### config.mk
export PLATFORM = sky130hd
export DESIGN_NAME = rstseq_top
export DESIGN_NICKNAME = d
export VERILOG_FILES = /design/src/rtl/rstseq_pkg.sv /design/src/rtl/rstseq_sync.sv /design/src/rtl/rstseq_release.sv /design/src/rtl/rstseq_strap.sv /design/src/rtl/rstseq_width.sv /design/src/rtl/rstseq_top.sv
export SDC_FILE = /design/constraint.sdc
export NUM_CORES = 1
export LEC_CHECK = 0
export BUFFER_PORTS_ARGS = -buffer_cell sky130_fd_sc_hd__buf_2
export CAP_MARGIN = 20
export CORE_AREA = 2 2 41 50
export DETAILED_ROUTE_END_ITERATION = 10
export DIE_AREA = 0 0 43 52
export GPL_TIMING_DRIVEN = 0
export HOLD_SLACK_MARGIN = 0.08
export PLACE_DENSITY = 0.73
export SYNTH_ARGS = -nofsm -noshare
export SYNTH_HDL_FRONTEND = slang
export SYNTH_SLANG_ARGS = --single-unit
### constraint.sdc
create_clock -name clk -period 1.48 [get_ports clk]
set_input_delay 0.222 -clock clk [delete_from_list [all_inputs] [get_ports clk]]
set_output_delay 0.222 -clock clk [all_outputs]
set_load 0.05 [all_outputs]
### src/rtl/rstseq_pkg.sv
package rstseq_pkg;
  localparam int ADDR_W        = 20;
  localparam int DEF_STAGES    = 2;
  localparam int DEF_FETCH_LAT = 7;
  localparam int DEF_MIN_LOW   = 4;
  localparam logic [ADDR_W-1:0] DEF_VECTOR = 20'hFFFF0;
  typedef logic [ADDR_W-1:0] addr_t;
endpackage

### src/rtl/rstseq_sync.sv
module rstseq_sync #(
  parameter int STAGES = 2
) (
  input  logic clk,
  input  logic arst_n,
  output logic rst_out,
  output logic rel_now
);
  localparam int S = (STAGES < 2) ? 2 : STAGES;
  logic [S-1:0] stage;

  // stage[0] is nearest the raw input; all stages set at once on assertion
  always_ff @(posedge clk or negedge arst_n) begin
    if (!arst_n) stage <= '1;
    else         stage <= {stage[S-2:0], 1'b0};
  end

  assign rst_out = stage[S-1];
  // last stage still in reset while the one before it has released
  assign rel_now = stage[S-1] & ~stage[S-2];
endmodule

### src/rtl/rstseq_release.sv
module rstseq_release
  import rstseq_pkg::*;
#(
  parameter int    FETCH_LAT = DEF_FETCH_LAT,
  parameter addr_t VECTOR    = DEF_VECTOR
) (
  input  logic  clk,
  input  logic  arst_n,
  input  logic  sys_rst,
  output logic  fetch_go,
  output addr_t start_addr
);
  localparam int CW = $clog2(FETCH_LAT + 1);
  localparam logic [CW-1:0] LAST = CW'(FETCH_LAT - 1);

  logic [CW-1:0] cnt;
  logic          done;

  always_ff @(posedge clk or negedge arst_n) begin
    if (!arst_n) begin
      cnt        <= '0;
      done       <= 1'b0;
      fetch_go   <= 1'b0;
      start_addr <= '0;
    end else begin
      fetch_go <= 1'b0;
      if (!sys_rst && !done) begin
        if (cnt == LAST) begin
          done       <= 1'b1;
          fetch_go   <= 1'b1;
          start_addr <= VECTOR;
        end else begin
          cnt <= cnt + 1'b1;
        end
      end
    end
  end
endmodule

### src/rtl/rstseq_strap.sv
module rstseq_strap (
  input  logic clk,
  input  logic arst_n,
  input  logic rel_now,
  input  logic strap_in,
  input  logic dis_addr,
  output logic strap_q,
  output logic ad_addr_en
);
  always_ff @(posedge clk or negedge arst_n) begin
    if (!arst_n) begin
      strap_q    <= 1'b0;
      ad_addr_en <= 1'b1;
    end else begin
      if (rel_now) strap_q <= strap_in;
      ad_addr_en <= ~strap_q | ~dis_addr;
    end
  end
endmodule

### src/rtl/rstseq_width.sv
module rstseq_width #(
  parameter int MIN_LOW = 4
) (
  input  logic clk,
  input  logic rst_n_raw,
  output logic rst_short
);
  localparam int WW = $clog2(MIN_LOW + 2);
  localparam logic [WW-1:0] SAT = WW'(MIN_LOW + 1);
  localparam logic [WW-1:0] LIM = WW'(MIN_LOW);

  // free-running monitor, power-up values only
  logic          m1 = 1'b1;
  logic          m2 = 1'b1;
  logic          m3 = 1'b1;
  logic [WW-1:0] wcnt = '0;
  logic          short_r = 1'b0;

  always_ff @(posedge clk) begin
    m1 <= rst_n_raw;
    m2 <= m1;
    m3 <= m2;
    if (!m2) begin
      if (wcnt != SAT) wcnt <= wcnt + 1'b1;
      short_r <= 1'b0;
    end else begin
      wcnt <= '0;
      if (!m3) short_r <= (wcnt <= LIM);
    end
  end

  assign rst_short = short_r;
endmodule

### src/rtl/rstseq_top.sv
module rstseq_top
  import rstseq_pkg::*;
#(
  parameter int    STAGES    = DEF_STAGES,
  parameter int    FETCH_LAT = DEF_FETCH_LAT,
  parameter int    MIN_LOW   = DEF_MIN_LOW,
  parameter addr_t VECTOR    = DEF_VECTOR
) (
  input  logic        clk,
  input  logic        rst_n_raw,
  input  logic        strap_in,
  input  logic        dis_addr,
  output logic        sys_rst,
  output logic        fetch_go,
  output logic [19:0] start_addr,
  output logic        strap_q,
  output logic        ad_addr_en,
  output logic        rst_short
);
  logic rel_now;

  rstseq_sync #(.STAGES(STAGES)) u_sync (
    .clk(clk), .arst_n(rst_n_raw), .rst_out(sys_rst), .rel_now(rel_now)
  );

  rstseq_release #(.FETCH_LAT(FETCH_LAT), .VECTOR(VECTOR)) u_rel (
    .clk(clk), .arst_n(rst_n_raw), .sys_rst(sys_rst),
    .fetch_go(fetch_go), .start_addr(start_addr)
  );

  rstseq_strap u_strap (
    .clk(clk), .arst_n(rst_n_raw), .rel_now(rel_now), .strap_in(strap_in),
    .dis_addr(dis_addr), .strap_q(strap_q), .ad_addr_en(ad_addr_en)
  );

  rstseq_width #(.MIN_LOW(MIN_LOW)) u_width (
    .clk(clk), .rst_n_raw(rst_n_raw), .rst_short(rst_short)
  );
endmodule

Word-level counts from Yosys, hierarchy flattened:

Cells that the tools add are included.

* input port bits: 4
* output and inout bits: 25
* bits in writable memories: 0
* memory bits (read-only): 0
* bits in registers: 17
* bits in latches: 0
* memories: 0

* multiplexer cells: 2
* reductions and logical operators: 5
* shift-type cells: 0
* divide/modulo/power cells: 0
* $mul: 0
* equal/unequal tests: 2
* bitwise gates (word level): 6
* $add $sub $neg: 2
* order comparisons: 1

Operators with widths (number)
* $add A3 B1 Y3 const B: 2
* $not A1 Y1: 4
* $reduce_and A2 Y1: 2
* $eq A3 B3 Y1 const B: 1
* $le A3 B3 Y1 const B: 1
* $ne A3 B3 Y1 const B: 1
* $logic_not A1 Y1: 2
* $mux W1: 2
* $and A1 B1 Y1: 1
* $logic_and A1 B1 Y1: 1
* $or A1 B1 Y1: 1

Logic depth before layout (Yosys ltp):

* depth after elaboration: 3
* gate-level depth with buffers: 4
* depth with buffers taken out: 4

Cells and area by module:

A second synthesis with hierarchy kept.

* cell total of the unflattened synthesis: 71
* area, all modules: 787.0 µm²

By module, submodules not included
* rstseq_release: area each 384.1 µm², cells each 39, instances 1, sequential area each 125.1 µm²
* rstseq_width: area each 262.8 µm², cells each 24, instances 1, sequential area each 140.1 µm²
* rstseq_strap: area each 70.1 µm², cells each 4, instances 1, sequential area each 51.3 µm²
* rstseq_sync: area each 70.1 µm², cells each 4, instances 1, sequential area each 52.6 µm²

Least setup slack after synthesis:

OpenSTA, ideal clock, no wires.

* kind: register -> register
* start: register u_sync.stage[1]
* end: register u_strap.strap_q
* period minus slack after synthesis: 1.303 ns
* setup time: 0.125 ns
* arrival time: 1.178 ns
* data required time: 1.355 ns
* stages on the path, launching flop included: 3
* slack: 0.177 ns
* cell sequence: dfstp_2 > and2b_1 > mux2_4

* word-level cells in the longest chain between the ends: 1

RTL lines
* from (decl): RTL line rstseq_sync.sv:10 `logic [S-1:0] stage;`
* from (signal assigned): RTL line rstseq_sync.sv:15 `else stage <= {stage[S-2:0], 1'b0};`
* $and A1 B1 Y1: RTL line rstseq_sync.sv:20 `assign rel_now = stage[S-1] & ~stage[S-2];`
* to (signal assigned): RTL line rstseq_strap.sv:15 `if (rel_now) strap_q <= strap_in;`
* to (decl): RTL line rstseq_strap.sv:7 `output logic strap_q,`

No other way between the ends.
A chain may end at the register's enable or synchronous reset.

==> run metrics <==
status finished, final reports clean; Achievable Freq 713 MHz; share of layout cells above drive strength 1 55.7%; Residual DRC 0; Netlist Area Pre-Place 774 um2; Area after DPL 933 um2; fin crit share 94.8%; Hold Fails Final Rpt 0; largest net degree at the start of global routing 11; HP Class primary input to register; RePlAce Congestion 0.718; TritonCTS Buffers 3; Worst Path Required 1.26 ns; All-Layer GR Usage 11.5%; Die ar. 2240 um2; Final Setup Violations 0; Slew Viols, Final 0; TritonCTS clock tree built; core box area 1790 um2; post-synthesis area per instance 11.1 um2; First-pass DRT Iterations 2; initial core utilization 43.3%; Critical Path Sink Type output port; Max Buffers Root-to-Sink 2; pre-CTS setup slack 0.101 ns; final instance area 1010 um2; Port Buffers 24; CP Class register to output port; clk sinks 16; Netlist cell types 26; P&R area growth vs syn 30.2%; Max-Cap Viols 0; first-pass GRT wire length 1.88 mm; CP arrival 1.18 ns; root buf cell clkbuf_4; die height 52 um; diode count 0; Setup Skew 0.00129 ns; Non-Filler Instances 125; minimum clock period 1.40 ns; Post-Syn Instances 70; initial antenna violation count 0; FILL cells 167; Final HPWL DP 908 um; sequential element share of the synthesized area 47.7%; Setup WS post-layout 0.0770 ns; total gr overflow 0; number of I/O pins 29; synthesized flop and latch total 16; vias in the first global route 478; drt wl/cell 9.69 um; Post-DRT Antenna Nets 0; DP Cell Count 117; Setup crit start kind register; H-tree Lvls 1; drt via density 4.37; crit-path max FO 10; std cell rows 17; Clk Latency, worst-skew pair 0.28 ns; Routed Wire Length 1.21 mm; Final nets 116; via count 546; clock-pin slew on the worst setup and hold paths 0.09 ns; RSZ-0062 raised after global routing false; YS warnings 0; Die X 43 um; setup TNS 0 ns; 1st-iter DRT viols 2
==> critical path, stage by stage, from the launching register on <==
cell     delay, ns
dfrtp_2       0.41
buf_4         0.17
buf_4         0.13
buf_2         0.20
==> registers in the layout, indices dropped and copies added (netlist names) <==
signal	count
u_rel.cnt	3
u_rel.done	1
u_rel.fetch_go	1
u_strap.ad_addr_en	1
u_strap.strap_q	1
u_sync.stage	2
u_width.m1	1
u_width.m2	1
u_width.m3	1
u_width.rst_short	1
u_width.wcnt	3
==> logic make-up after synthesis <==
| family | after synthesis | share of synthesized area (%) |
|---|---|---|
| buffers and inverters | 25 | 21.8 |
| AOI/OAI and AO/OA | 7 | 7.43 |
| DFF | 16 | 47.7 |
| adders and majority gates | 5 | 8.08 |
| and+or+nand+nor | 12 | 8.72 |
| muxes | 3 | 4.68 |
| xor gates and xnor gates | 1 | 1.13 |
| other | 1 | 0.484 |
==> worst paths after layout <==
kind,cells past startpoint,slack [ns],start,endpoint
max,3,0.08,u_rel.done$_DFFE_PN0P_,start_addr[12]
min,2,0.18,strap_in,u_strap.strap_q$_DFFE_PN0P_
max reg2reg,3,0.23,u_rel.done$_DFFE_PN0P_,u_rel.cnt[2]$_DFFE_PN0P_
min reg2reg,0,0.34,u_width.m1$_DFF_P_,u_width.m2$_DFF_P_
max in group asynchronous,2,0.90,rst_n_raw,u_strap.ad_addr_en$_DFF_PN1_
min in group asynchronous,2,0.33,rst_n_raw,u_rel.fetch_go$_DFF_PN0_
==> metrics by stage <==
| step | util (%) | hold slack (ns) |
|---|---|---|
| floorplan | - | -0.0736 |
| global placement | 52.2 | 0.0799 |
| detailed placement | 52.2 | 0.0856 |
| CTS | 56.4 | 0.167 |
| global route | 56.4 | 0.151 |
| finish | 56.4 | 0.175 |
==> cell type report <==
| cell class | count | area, um2 | area share [%] |
|---|---|---|---|
| buffer | 20 | 150 | 14.9 |
| clock buffer | 4 | 36.3 | 3.60 |
| inverter | 5 | 18.8 | 1.86 |
| multi-input combinational | 33 | 251 | 24.9 |
| sequential | 16 | 370 | 36.7 |
| tap | 19 | 23.8 | 2.36 |
| timing repair buffer | 28 | 158 | 15.6 |
==> routing by layer <==
metal | track usage [%] | wire length [um] | up-vias | share of wire (%)
li1 | - | - | 276 | -
met1 | 12.1 | 512 | 255 | 42
met2 | 20.7 | 625 | 15 | 52
met3 | 6.25 | 73 | 0 | 6.0
met4 | 1.52 | 0 | 0 | 0
met5 | 0 | 0 | - | 0
==> Yosys cell counts <==
library cell,instances,area [um2]
and3b_1,1,8.76
nand2_1,2,7.51
dfrtp_1,6,150
nand2b_1,2,12.5
ha_1,5,62.6
nor3_1,2,10.0
mux2_2,1,11.3
conb_1,1,3.75
a21oi_1,2,10.0
nor2_1,1,3.75
dfxtp_1,7,140
mux2i_1,1,10.0
and2b_1,1,7.51
nor3b_1,1,7.51
buf_4,20,150
nand3_1,2,10.0
a21o_1,1,7.51
dfstp_2,3,78.8
a21bo_2,1,10.0
o311a_1,1,10.0
mux2_4,1,15.0
o21bai_1,1,7.51
a211oi_2,1,12.5
inv_1,4,15.0
xnor2_1,1,8.76
inv_2,1,3.75
==> placed cells by master, fill, tap and decap left out, drive strengths merged, types with 2 or more instances in the layout <==
master,count
a21oi,2
buf,46
clkbuf,4
conb,5
dfrtp,6
dfstp,3
dfxtp,7
dlygate4sd3,2
ha,5
inv,5
mux2,2
nand2,2
nand2b,2
nand3,2
nor3,2
==> repair_timing <==
action | 4_1_cts | 5_1_grt
hold buffers | 2 | 0
setup endpoints to repair | 16 | 0
endpoints found under the hold margin | 10 | 0
setup buffers | 2 | 0
resized for setup | 3 | 0
Power is not shown: default switching activity piles up to over one toggle a cycle in this logic, so the estimate is an artifact.
